$ cat src/rtl/pmic_bridge_pkg.sv
// Shared constants, types and mode helpers for the serial register bridge.
// Assumes mode 0, 1 or 2; any other value behaves as mode 2.
package pmic_bridge_pkg;

    localparam int LINK_AW = 17;
    localparam int DATA_W  = 16;
    localparam int ECHO_W  = 15;

    // host register offsets
    localparam logic [31:0] OFF_RD_CMD   = 32'h28;
    localparam logic [31:0] OFF_RD_DATA  = 32'h2C;
    localparam logic [31:0] OFF_FIFO_STS = 32'h30;

    // status bit positions
    localparam int STS_EMPTY = 10;
    localparam int STS_FULL  = 11;
    localparam int STS_OVF   = 12;
    localparam int STS_WRNG  = 13;
    localparam int STS_RRNG  = 14;

    typedef struct packed {
        logic [LINK_AW-1:0] addr;
        logic [DATA_W-1:0]  data;
    } wr_entry_t;

    // size of the valid slave offset space
    function automatic logic [31:0] range_of(input int mode);
        case (mode)
            0:       return 32'h0000_1000;
            1:       return 32'h0000_4000;
            default: return 32'h0002_0000;
        endcase
    endfunction

    // host address where the slave window begins
    function automatic logic [31:0] win_base_of(input int mode);
        return (mode >= 2) ? 32'h0002_0000 : 32'h0000_8000;
    endfunction

    // address echo carried back with read data
    function automatic logic [ECHO_W-1:0] echo_of(input int mode, input logic [LINK_AW-1:0] a);
        return (mode == 0) ? a[ECHO_W-1:0] : a[LINK_AW-1:2];
    endfunction

endpackage

$ cat src/rtl/bridge_wfifo.sv
// Write FIFO: holds queued slave writes.
// Assumes the caller never pushes when full and never pops when empty.
module bridge_wfifo #(
    parameter int DEPTH = 4,
    parameter int WIDTH = 33
) (
    input  logic             clk,
    input  logic             rst_n,
    input  logic             push,
    input  logic [WIDTH-1:0] push_data,
    input  logic             pop,
    output logic [WIDTH-1:0] head,
    output logic             full,
    output logic             empty
);
    localparam int PW = (DEPTH > 1) ? $clog2(DEPTH) : 1;
    localparam int CW = $clog2(DEPTH + 1);

    logic [WIDTH-1:0] mem [DEPTH];
    logic [PW-1:0]    wr_ptr, rd_ptr;
    logic [CW-1:0]    count;

    assign head  = mem[rd_ptr];
    assign full  = (count == CW'(DEPTH));
    assign empty = (count == '0);

    // storage write, no reset needed on data
    always_ff @(posedge clk) begin
        if (push) mem[wr_ptr] <= push_data;
    end

    // pointer and occupancy tracking
    always_ff @(posedge clk) begin
        if (!rst_n) begin
            wr_ptr <= '0;
            rd_ptr <= '0;
            count  <= '0;
        end else begin
            if (push) wr_ptr <= (wr_ptr == PW'(DEPTH - 1)) ? '0 : wr_ptr + 1'b1;
            if (pop)  rd_ptr <= (rd_ptr == PW'(DEPTH - 1)) ? '0 : rd_ptr + 1'b1;
            case ({push, pop})
                2'b10:   count <= count + 1'b1;
                2'b01:   count <= count - 1'b1;
                default: count <= count;
            endcase
        end
    end
endmodule

$ cat src/rtl/bridge_host_if.sv
// Host register front end: decodes the window and the command register,
// keeps the read result, busy flag and sticky error flags.
// Assumes one-cycle host strobes; reads are answered combinationally.
module bridge_host_if
    import pmic_bridge_pkg::*;
#(
    parameter int MODE    = 1,
    parameter int HOST_AW = 18
) (
    input  logic               clk,
    input  logic               rst_n,
    input  logic               hb_valid,
    input  logic               hb_write,
    input  logic [HOST_AW-1:0] hb_addr,
    input  logic [31:0]        hb_wdata,
    output logic [31:0]        hb_rdata,
    input  logic               wf_full,
    input  logic               wf_empty,
    output logic               push,
    output wr_entry_t          push_entry,
    output logic               rd_busy,
    output logic [LINK_AW-1:0] rd_addr,
    input  logic               rd_done,
    input  logic [DATA_W-1:0]  rd_data
);
    localparam logic [31:0] RANGE    = range_of(MODE);
    localparam logic [31:0] WIN_BASE = win_base_of(MODE);

    logic [31:0]       abs_addr, win_off;
    logic              in_win, off_ok, cmd_ok_rng;
    logic              win_wr, cmd_wr, cmd_take;
    logic [ECHO_W-1:0] echo_q;
    logic [DATA_W-1:0] data_q;
    logic              ovf_q, wrng_q, rrng_q;

    // address decode
    always_comb begin
        abs_addr   = {{(32 - HOST_AW){1'b0}}, hb_addr};
        win_off    = abs_addr - WIN_BASE;
        in_win     = (abs_addr >= WIN_BASE);
        off_ok     = (win_off < RANGE);
        cmd_ok_rng = (hb_wdata < RANGE);
        win_wr     = hb_valid && hb_write && in_win;
        cmd_wr     = hb_valid && hb_write && !in_win && (abs_addr == OFF_RD_CMD);
        cmd_take   = cmd_wr && !rd_busy && cmd_ok_rng;
    end

    // queue entry for an accepted window write
    assign push            = win_wr && off_ok && !wf_full;
    assign push_entry.addr = win_off[LINK_AW-1:0];
    assign push_entry.data = hb_wdata[DATA_W-1:0];

    // read command, busy flag and result capture
    always_ff @(posedge clk) begin
        if (!rst_n) begin
            rd_busy <= 1'b0;
            rd_addr <= '0;
            echo_q  <= '0;
            data_q  <= '0;
        end else if (cmd_take) begin
            rd_busy <= 1'b1;
            rd_addr <= hb_wdata[LINK_AW-1:0];
            echo_q  <= echo_of(MODE, hb_wdata[LINK_AW-1:0]);
        end else if (rd_done) begin
            rd_busy <= 1'b0;
            data_q  <= rd_data;
        end
    end

    // sticky error flags, cleared only by reset
    always_ff @(posedge clk) begin
        if (!rst_n) begin
            ovf_q  <= 1'b0;
            wrng_q <= 1'b0;
            rrng_q <= 1'b0;
        end else begin
            if (win_wr && off_ok && wf_full)           ovf_q  <= 1'b1;
            if (win_wr && !off_ok)                     wrng_q <= 1'b1;
            if (cmd_wr && !rd_busy && !cmd_ok_rng)     rrng_q <= 1'b1;
        end
    end

    // host read mux
    always_comb begin
        hb_rdata = '0;
        if (hb_valid && !hb_write && !in_win) begin
            case (abs_addr)
                OFF_RD_DATA: hb_rdata = {rd_busy, echo_q, data_q};
                OFF_FIFO_STS: begin
                    hb_rdata[STS_EMPTY] = wf_empty;
                    hb_rdata[STS_FULL]  = wf_full;
                    hb_rdata[STS_OVF]   = ovf_q;
                    hb_rdata[STS_WRNG]  = wrng_q;
                    hb_rdata[STS_RRNG]  = rrng_q;
                end
                default: hb_rdata = '0;
            endcase
        end
    end
endmodule

$ cat src/rtl/bridge_link_seq.sv
// Link sequencer: issues one request at a time, writes first, and a read
// only when the FIFO is empty and the link is idle.
// Assumes the slave gives a single-cycle acknowledge per request.
module bridge_link_seq
    import pmic_bridge_pkg::*;
(
    input  logic               clk,
    input  logic               rst_n,
    input  logic               wf_empty,
    input  wr_entry_t          wf_head,
    output logic               wf_pop,
    input  logic               rd_pending,
    input  logic [LINK_AW-1:0] rd_addr,
    output logic               rd_done,
    output logic [DATA_W-1:0]  rd_data,
    output logic               lnk_req,
    output logic               lnk_wr,
    output logic [LINK_AW-1:0] lnk_addr,
    output logic [DATA_W-1:0]  lnk_wdata,
    input  logic               lnk_ack,
    input  logic [DATA_W-1:0]  lnk_rdata
);
    typedef enum logic [1:0] {S_IDLE, S_WR, S_RD} seq_st_t;
    seq_st_t st;
    logic    start_rd;

    // launch decisions and read completion
    always_comb begin
        wf_pop   = (st == S_IDLE) && !wf_empty;
        start_rd = (st == S_IDLE) && wf_empty && rd_pending;
        rd_done  = (st == S_RD) && lnk_ack;
        rd_data  = lnk_rdata;
    end

    // request registers and state
    always_ff @(posedge clk) begin
        if (!rst_n) begin
            st        <= S_IDLE;
            lnk_req   <= 1'b0;
            lnk_wr    <= 1'b0;
            lnk_addr  <= '0;
            lnk_wdata <= '0;
        end else begin
            case (st)
                S_IDLE: begin
                    if (wf_pop) begin
                        st        <= S_WR;
                        lnk_req   <= 1'b1;
                        lnk_wr    <= 1'b1;
                        lnk_addr  <= wf_head.addr;
                        lnk_wdata <= wf_head.data;
                    end else if (start_rd) begin
                        st        <= S_RD;
                        lnk_req   <= 1'b1;
                        lnk_wr    <= 1'b0;
                        lnk_addr  <= rd_addr;
                        lnk_wdata <= '0;
                    end
                end
                default: begin
                    if (lnk_ack) begin
                        st      <= S_IDLE;
                        lnk_req <= 1'b0;
                    end
                end
            endcase
        end
    end
endmodule

$ cat src/rtl/pmic_reg_bridge.sv
// Top of the serial register bridge: host front end, write FIFO and link
// sequencer. Assumes a single host master and a single slave.
module pmic_reg_bridge
    import pmic_bridge_pkg::*;
#(
    parameter int MODE       = 1,
    parameter int FIFO_DEPTH = 4,
    parameter int HOST_AW    = 18
) (
    input  logic               clk,
    input  logic               rst_n,
    input  logic               hb_valid,
    input  logic               hb_write,
    input  logic [HOST_AW-1:0] hb_addr,
    input  logic [31:0]        hb_wdata,
    output logic [31:0]        hb_rdata,
    output logic               lnk_req,
    output logic               lnk_wr,
    output logic [16:0]        lnk_addr,
    output logic [15:0]        lnk_wdata,
    input  logic               lnk_ack,
    input  logic [15:0]        lnk_rdata
);
    localparam int ENTRY_W = $bits(wr_entry_t);

    logic               wf_full, wf_empty, wf_push, wf_pop;
    wr_entry_t          push_entry, head_entry;
    logic [ENTRY_W-1:0] head_raw;
    logic               rd_busy, rd_done;
    logic [LINK_AW-1:0] rd_addr;
    logic [DATA_W-1:0]  rd_data;

    assign head_entry = wr_entry_t'(head_raw);

    bridge_host_if #(.MODE(MODE), .HOST_AW(HOST_AW)) u_host (
        .clk(clk), .rst_n(rst_n),
        .hb_valid(hb_valid), .hb_write(hb_write), .hb_addr(hb_addr),
        .hb_wdata(hb_wdata), .hb_rdata(hb_rdata),
        .wf_full(wf_full), .wf_empty(wf_empty),
        .push(wf_push), .push_entry(push_entry),
        .rd_busy(rd_busy), .rd_addr(rd_addr),
        .rd_done(rd_done), .rd_data(rd_data)
    );

    bridge_wfifo #(.DEPTH(FIFO_DEPTH), .WIDTH(ENTRY_W)) u_fifo (
        .clk(clk), .rst_n(rst_n),
        .push(wf_push), .push_data(push_entry),
        .pop(wf_pop), .head(head_raw),
        .full(wf_full), .empty(wf_empty)
    );

    bridge_link_seq u_seq (
        .clk(clk), .rst_n(rst_n),
        .wf_empty(wf_empty), .wf_head(head_entry), .wf_pop(wf_pop),
        .rd_pending(rd_busy), .rd_addr(rd_addr),
        .rd_done(rd_done), .rd_data(rd_data),
        .lnk_req(lnk_req), .lnk_wr(lnk_wr), .lnk_addr(lnk_addr),
        .lnk_wdata(lnk_wdata), .lnk_ack(lnk_ack), .lnk_rdata(lnk_rdata)
    );
endmodule

$ cat config.mk
export PLATFORM = sky130hd
export DESIGN_NAME = pmic_reg_bridge
export DESIGN_NICKNAME = d
export VERILOG_FILES = /design/src/rtl/pmic_bridge_pkg.sv /design/src/rtl/bridge_wfifo.sv /design/src/rtl/bridge_host_if.sv /design/src/rtl/bridge_link_seq.sv /design/src/rtl/pmic_reg_bridge.sv
export SDC_FILE = /design/constraint.sdc
export NUM_CORES = 1
export LEC_CHECK = 0
export BUFFER_PORTS_ARGS = -buffer_cell sky130_fd_sc_hd__clkbuf_2
export CELL_PAD_IN_SITES_DETAIL_PLACEMENT = 1
export CELL_PAD_IN_SITES_GLOBAL_PLACEMENT = 1
export CORE_ASPECT_RATIO = 1.1
export CORE_MARGIN = 1
export CORE_UTILIZATION = 43
export CTS_BUF_LIST = sky130_fd_sc_hd__clkbuf_8
export DETAILED_ROUTE_END_ITERATION = 6
export GPL_ROUTABILITY_DRIVEN = 0
export PLACE_DENSITY = 0.78
export SLEW_MARGIN = 20
export SYNTH_ARGS = -nofsm -noshare
export SYNTH_HDL_FRONTEND = slang
export SYNTH_SLANG_ARGS = --single-unit
$ cat constraint.sdc
create_clock -name clk -period 3.2 [get_ports clk]
set_clock_uncertainty 0.05 [all_clocks]
set_input_delay 0.48 -clock clk [delete_from_list [all_inputs] [get_ports clk]]
set_output_delay 0.48 -clock clk [all_outputs]
set_load 0.02 [all_outputs]
Word level (Yosys, flattened, before mapping)
Memory sizes are Yosys's and may differ from the RTL's. A register that Yosys moved wholly into a read port is not among the register bits.
Cells that the tools add are included.
{"block": "word_totals", "regBits": 96, "ramBits": 132, "input_bits": 71, "output_inout_bits": 67, "word_cells": 95, "n_memories": 1}
{"block": "classes", "n_addsub": 5, "magnitude_cmp": 3, "eq_ne": 10, "n_mux": 27, "n_bitwise": 1, "reduce_logical": 33}
{"memory": "u_fifo.mem", "depth": 4, "width": 33, "rd": 1, "rd_clocked_by_memory_dff": 1, "write_ports": 1, "line": "bridge_wfifo.sv:19", "text": "logic [WIDTH-1:0] mem [DEPTH];"}
{"op": "32-bit by 15-bit less-than comparator with 1-bit output, second input constant", "count": 2}
{"op": "18-bit by 6-bit equality test with 1-bit output, second input constant", "count": 3}
{"op": "17-bit 2-to-1 mux", "count": 3}
{"op": "16-bit 2-to-1 mux", "count": 2}
{"op": "32-bit 2-to-1 mux", "count": 1}
{"op": "18-bit by 16-bit subtractor with 19-bit output, second input constant", "count": 1}
{"op": "18-bit by 16-bit greater-or-equal comparator with 1-bit output, second input constant", "count": 1}
{"op": "1-bit logical AND", "count": 17}
{"op": "2-bit 2-to-1 mux", "count": 8}
{"op": "1-bit 2-to-1 mux", "count": 10}
{"op": "10-bit 2-to-1 mux", "count": 1}
{"op": "5-bit case mux with 2 select lines", "count": 1}
{"op": "2-bit equality test, second input constant", "count": 4}
{"op": "2-bit nonzero test", "count": 4}
{"op": "1-bit logical NOT", "count": 7}
{"op": "3-bit case mux with 2 select lines", "count": 1}
{"op": "2-bit AND reduction", "count": 3}
{"op": "2-bit by 1-bit adder with 2-bit output, second input constant", "count": 2}
{"op": "3-bit by 1-bit adder with 3-bit output, second input constant", "count": 1}
{"op": "3-bit equality test, second input constant", "count": 1}
{"op": "3-bit logical NOT", "count": 1}
{"op": "3-bit by 2-bit inequality test with 1-bit output, second input constant", "count": 1}
{"op": "3-bit by 1-bit subtractor with 3-bit output, second input constant", "count": 1}
{"op": "2-bit by 1-bit equality test with 1-bit output, second input constant", "count": 1}
{"op": "2 further kinds", "count": 2}

Depth between registers and ports, before layout
{"block": "logic_depth", "word_depth": 8, "mapped_depth": 13, "mapped_depth_nobuf": 13}

By module
Synthesis repeated with hierarchy kept, for this count alone.
{"block": "unflattened", "cells_unflattened": 650, "hier_area_um2": 9212.6}
{"module": "bridge_wfifo", "n_inst": 1, "cells_per_inst": 220, "area_per_inst_um2": 5272.6, "seq_area_each_um2": 4144.0}
{"module": "bridge_host_if", "n_inst": 1, "cells_per_inst": 247, "area_per_inst_um2": 2162.1, "seq_area_each_um2": 740.7}
{"module": "bridge_link_seq", "n_inst": 1, "cells_per_inst": 183, "area_per_inst_um2": 1778.0, "seq_area_each_um2": 740.7}

Worst setup path after synthesis
OpenSTA, ideal clock, no wires.
{"block": "synth_timing", "path_kind": "in2reg", "startpoint": "in hb_addr[10]", "endpoint": "mem u_fifo.mem[3][0] (enable)", "setup_ns": 0.393, "arrival_time_ns": 2.904, "t_required_ns": 2.757, "path_slack_ns": -0.147, "path_stages": 5, "path_buffers": 1, "path_cell_list": "or4_1 > or4_4 > o31ai_4 > buf_2 > and3_1"}
{"block": "synth_between", "elab_chain_cells": 6, "word_cells_on_any_way": 8, "cone_classes": "1 x add/sub; 2 x order compare; 2 x mux; 3 x reduce/logical"}
{"item": "from (decl)", "line": "pmic_reg_bridge.sv:14", "text": "input logic [HOST_AW-1:0] hb_addr,"}
{"item": "18-bit by 16-bit subtractor with 19-bit output or 18-bit by 16-bit greater-or-equal comparator with 1-bit output (tied branches)", "line": "bridge_host_if.sv:39, bridge_host_if.sv:40"}
{"item": "32-bit by 15-bit less-than comparator with 1-bit output or 1-bit logical AND (tied branches)", "line": "bridge_host_if.sv:41, bridge_host_if.sv:43"}
{"item": "1-bit logical AND (*) (2 in a row)", "line": "bridge_host_if.sv:49", "text": "assign push = win_wr && off_ok && !wf_full;"}
{"item": "1-bit 2-to-1 mux (*)", "line": "bridge_wfifo.sv:29", "text": "if (push) mem[wr_ptr] <= push_data;"}
{"item": "1-bit 2-to-1 mux (implied by the code) (*)", "line": "bridge_wfifo.sv:29"}
{"item": "to (decl)", "line": "bridge_wfifo.sv:19"}
Every way passes the cells marked *; elsewhere a longest branch is shown, timed or not.

Worst setup path in the final report
{"block": "layout_timing", "startpoint": "in hb_addr[10]", "endpoint": "out hb_rdata[9]"}
{"block": "layout_between", "elab_chain_cells": 4, "word_cells_on_any_way": 6, "cone_classes": "1 x order compare; 1 x eq/ne; 2 x mux; 2 x reduce/logical"}
{"item": "18-bit by 16-bit greater-or-equal comparator with 1-bit output", "line": "bridge_host_if.sv:40", "text": "in_win = (abs_addr >= WIN_BASE);"}
{"item": "1-bit logical NOT", "line": "bridge_host_if.sv:86", "text": "if (hb_valid && !hb_write && !in_win) begin"}
{"item": "1-bit logical AND", "line": "bridge_host_if.sv:86"}
{"item": "32-bit 2-to-1 mux (*)", "line": "bridge_host_if.sv:86"}
{"item": "to (decl)", "line": "pmic_reg_bridge.sv:16", "text": "output logic [31:0] hb_rdata,"}
Marks and branches as above.

==> flow_summary_export.csv <==
group,metric,value,unit
run_status,status,"finished clean",
power_and_ir_drop,p_switching,2.425,mW
yosys,syn_nets,707,
cells_and_area,fill_cells,2003,
global_routing,grt_pass1_vias,6174,
power_and_ir_drop,powerDensity,713.3,mW/mm2
floorplanning,core.rowCount,53,
cells_and_area,mostFrequentLayoutCells,"clkbuf_2 (134), edfxtp_1 (132), dfxtp_1 (82)",
floorplanning,die-height,150.1,um
run,max_cap_viol_count,0,
clocking,cts_sinks,215,
setup_path,crit_chain,"clkbuf_2 -> or4_4 -> or4_4 -> o31ai_4 -> buf_6 -> and4bb_4 -> and2_1 -> clkbuf_2",
route,drt_iter0_markers,356,
yosys,synth-seq-cells,215,
yosys,ys.flop_type,"edfxtp_1",
floorplanning,die_area,0.02052,mm2
clocking,numCtsBuffers,35,
timing,fmax,316.4,MHz
clocking,clock_latency,0.54,ns
route,wl_per_cell,20.95,um
place,hpwl,14800,um
power_and_ir_drop,p_int,5.063,mW
power_and_ir_drop,power,7.488,mW
worst_hold_path,hold_class,"input port to flop",
setup_path,crit_type,"input port to output pin",
timing,post-route-period-util,98.77,%
setup_path,worstPathRequired,2.67,ns
global_routing,grt_start_max_net_pins,55,
floorplanning,die_w,136.7,um
power_and_ir_drop,swShare,32.38,%
setup_path,critPathSlowestCell,"or4_4",
global_routing,antenna_found_initial,0,
clocking,cts_root_buffer,"clkbuf_8",
clocking,htreeDepth,2,
setup_path,cp_max_fo,8,
cells_and_area,layout_commonest_cell,"clkbuf_2",
global_routing,grtUsageTotal,22.34,%
yosys,avgSynthCellArea,13.68,um2
timing,fin_crit,3.160,ns
place,place_area,0.009728,mm2
floorplanning,start_util,44.45,%
route,wl,22530,um
power_and_ir_drop,pwr-share-seq,44.7,%
timing,tns,0,ns
clocking,cts_tree,"yes",
clocking,clk_pin_slew,0.06,ns
setup_path,startpoint,"hb_addr[10]",
power_and_ir_drop,clock_power_share,29.6,%
timing,finalHoldViolCount,0,
setup_path,cp-end-kind,"output pin",
clocking,clockBufferDepth,3,
timing,setup_viol,0,
setup_path,crit_buf_inv,3,
floorplanning,ios,138,
power_and_ir_drop,p_leak,3.865,nW
timing,rsz0062_at_grt,"yes",
setup_path,crit_path_max_incr_delay,0.55,ns
yosys,yosysUniqueCellTypes,46,
yosys,synth_edf_count,132,
yosys,synth_warnings,0,
setup_path,rr_startpoint,"u_fifo.count[2]",
cells_and_area,finalInstanceArea,0.01050,mm2
global_routing,grt_pass1_wl,33960,um
yosys,synthArstFlopShare,0,%
timing,worst_pin_slew,1.054,ns
timing,timing.max_slew.rel_slack,29.63,%
route,num_vias,5872,
cells_and_area,synthToLayoutAreaGrowth,22.37,%
route,drt_pass1_iterations,5,
global_routing,grt_overflow,0,
route,routed_via_density,5.462,
yosys,yosysSeqAreaShare,65.58,%
setup_path,rrSetupSlack,0.77,ns
timing,slew_viol_final,0,
power_and_ir_drop,combPwrFrac,25.7,%
setup_path,cp-start-kind,"input port",
clocking,ctsHoldBuffers,0,
yosys,synth_cells,627,
power_and_ir_drop,ir_worst_vdd,0.4082,mV
route,antenna_left,0,
setup_path,crit_family,"simple AND/OR/NAND/NOR gates",
cells_and_area,drive_gt1_share,34.46,%
setup_path,arrival,2.63,ns
place,portBuffers,137,
floorplanning,core,0.01930,mm2
route,drc,0,
worst_hold_path,hp-start,"hb_wdata[6]",
yosys,synth_area,0.008578,mm2
cells_and_area,nets,881,
[sequential cells by signal, indices dropped and copies added (netlist names), named ones only]
signal / cells
u_seq.lnk_addr: 17
u_fifo.count: 3
u_host.wrng_q: 1
u_host.rd_addr: 2
u_host.rrng_q: 1
u_fifo.rd_ptr: 2
u_host.rd_busy: 1
u_fifo.wr_ptr: 2
u_fifo.mem: 132
u_seq.lnk_wr: 1
u_host.data_q: 16
u_seq.lnk_wdata: 16
u_seq.lnk_req: 1
u_host.ovf_q: 1
u_host.echo_q: 15
u_seq.st: 2
[worst reg2reg max path, stage by stage, from the launching register on]
cell	delay (ns)
dfxtp_1	0.40
or3_1	0.22
nand2_2	0.08
clkinv_1	0.06
buf_4	0.26
ha_1	0.22
inv_1	0.06
fa_1	0.38
xor2_1	0.18
or3_1	0.31
a21oi_1	0.14
[worst paths after layout]
| kind | cells after the start | to |
|---|---|---|
| setup / recovery | 8 | hb_rdata[9] |
| hold / removal | 1 | u_fifo.mem[3][6] |
| setup reg to reg | 10 | u_fifo.count[2] |
| hold reg to reg | 2 | u_host.data_q[8] |
[layout make-up]
type	count	area, um2	share of cell area (%)
flip-flops and latches	215	5627	53.60
multi-input cells	362	2809	26.76
repair buffers	173	1047	9.976
clock buffers	39	536.8	5.113
well taps	247	309.0	2.944
clock inverters	24	113.9	1.085
inverters	14	52.55	0.5006
diodes	1	2.502	0.02384
[power groups by stage]
stage	Clock, mW	Sequential [mW]	Combinational [mW]
after detailed placement	0	3.40	1.93
after floorplan	0	3.60	1.04
after CTS	2.27	3.35	1.94
final	2.22	3.35	1.92
after global placement	0	3.38	1.85
after global routing	2.38	3.37	2.10
[kinds of logic (layout without fill, tap and decap cells)]
kind of cell | Yosys count | after routing | synth area share, %
AND/OR/NAND/NOR | 228 | 230 | 13.42
other | 0 | 1 | 0
AO/OA/AOI/OAI | 58 | 58 | 4.609
adder cells (fa/ha/maj) | 9 | 9 | 1.400
multiplexers | 63 | 63 | 12.16
buffers and inverters | 52 | 250 | 2.625
flip-flops | 215 | 215 | 65.58
XOR/XNOR | 2 | 2 | 0.2042
[metrics by stage]
step	hold WS (ns)	utilization, %	std cells	setup slack [ns]
CTS	0.1103	54.15	1073	-0.004164
floorplan	0.3801	-	627	0.0003788
global route	0.1264	54.39	1074	-0.006013
global placement	0.3898	50.41	1006	-0.01672
finish	0.1371	54.40	1075	0.03952
detailed placement	0.3980	50.41	1006	-0.1225
[synth_stat cells, types with 2 or more instances]
| master | number | area (um2) |
|---|---|---|
| edfxtp_1 | 132 | 3964 |
| dfxtp_1 | 83 | 1662 |
| nand2_1 | 71 | 266.5 |
| nor2_1 | 50 | 187.7 |
| nand3_1 | 34 | 170.2 |
| mux4_2 | 33 | 743.2 |
| mux2i_1 | 30 | 300.3 |
| clkbuf_1 | 28 | 105.1 |
| a21oi_1 | 27 | 135.1 |
| and2_1 | 19 | 118.9 |
| a311oi_1 | 17 | 148.9 |
| inv_1 | 12 | 45.04 |
| and2_4 | 9 | 78.83 |
| ha_1 | 8 | 100.1 |
| nor4_1 | 8 | 50.05 |
| and3_1 | 7 | 43.79 |
| a22oi_1 | 5 | 37.54 |
| or3_1 | 4 | 25.02 |
| buf_2 | 3 | 15.01 |
| buf_4 | 3 | 22.52 |
| nand2b_1 | 3 | 18.77 |
| nor3_1 | 3 | 15.01 |
| nor3b_1 | 3 | 22.52 |
| o21ai_0 | 3 | 15.01 |
| or4_1 | 3 | 22.52 |
| buf_1 | 2 | 7.510 |
| buf_6 | 2 | 22.52 |
| nand4_1 | 2 | 12.51 |
| nand4b_1 | 2 | 17.52 |
| o21a_1 | 2 | 15.01 |
| or3b_2 | 2 | 17.52 |
| or4_4 | 2 | 22.52 |
| xor2_1 | 2 | 17.52 |
[routing by layer]
layer	part of all wire [%]	track usage [%]	up-vias	routed length, um
li1	-	-	2689	-
met1	40	27.02	2943	8922
met2	52	39.54	194	11820
met3	4.6	2.997	46	1025
met4	3.4	9.944	0	758
met5	0	0	-	0
[timing repair]
action,CTS,global route
setup buffers,3,0
setup endpoints to repair,28,32
resized for setup,2,11
pin swaps,3,2
gates cloned,1,1
No activity file was read; power rests on OpenSTA's default activity.
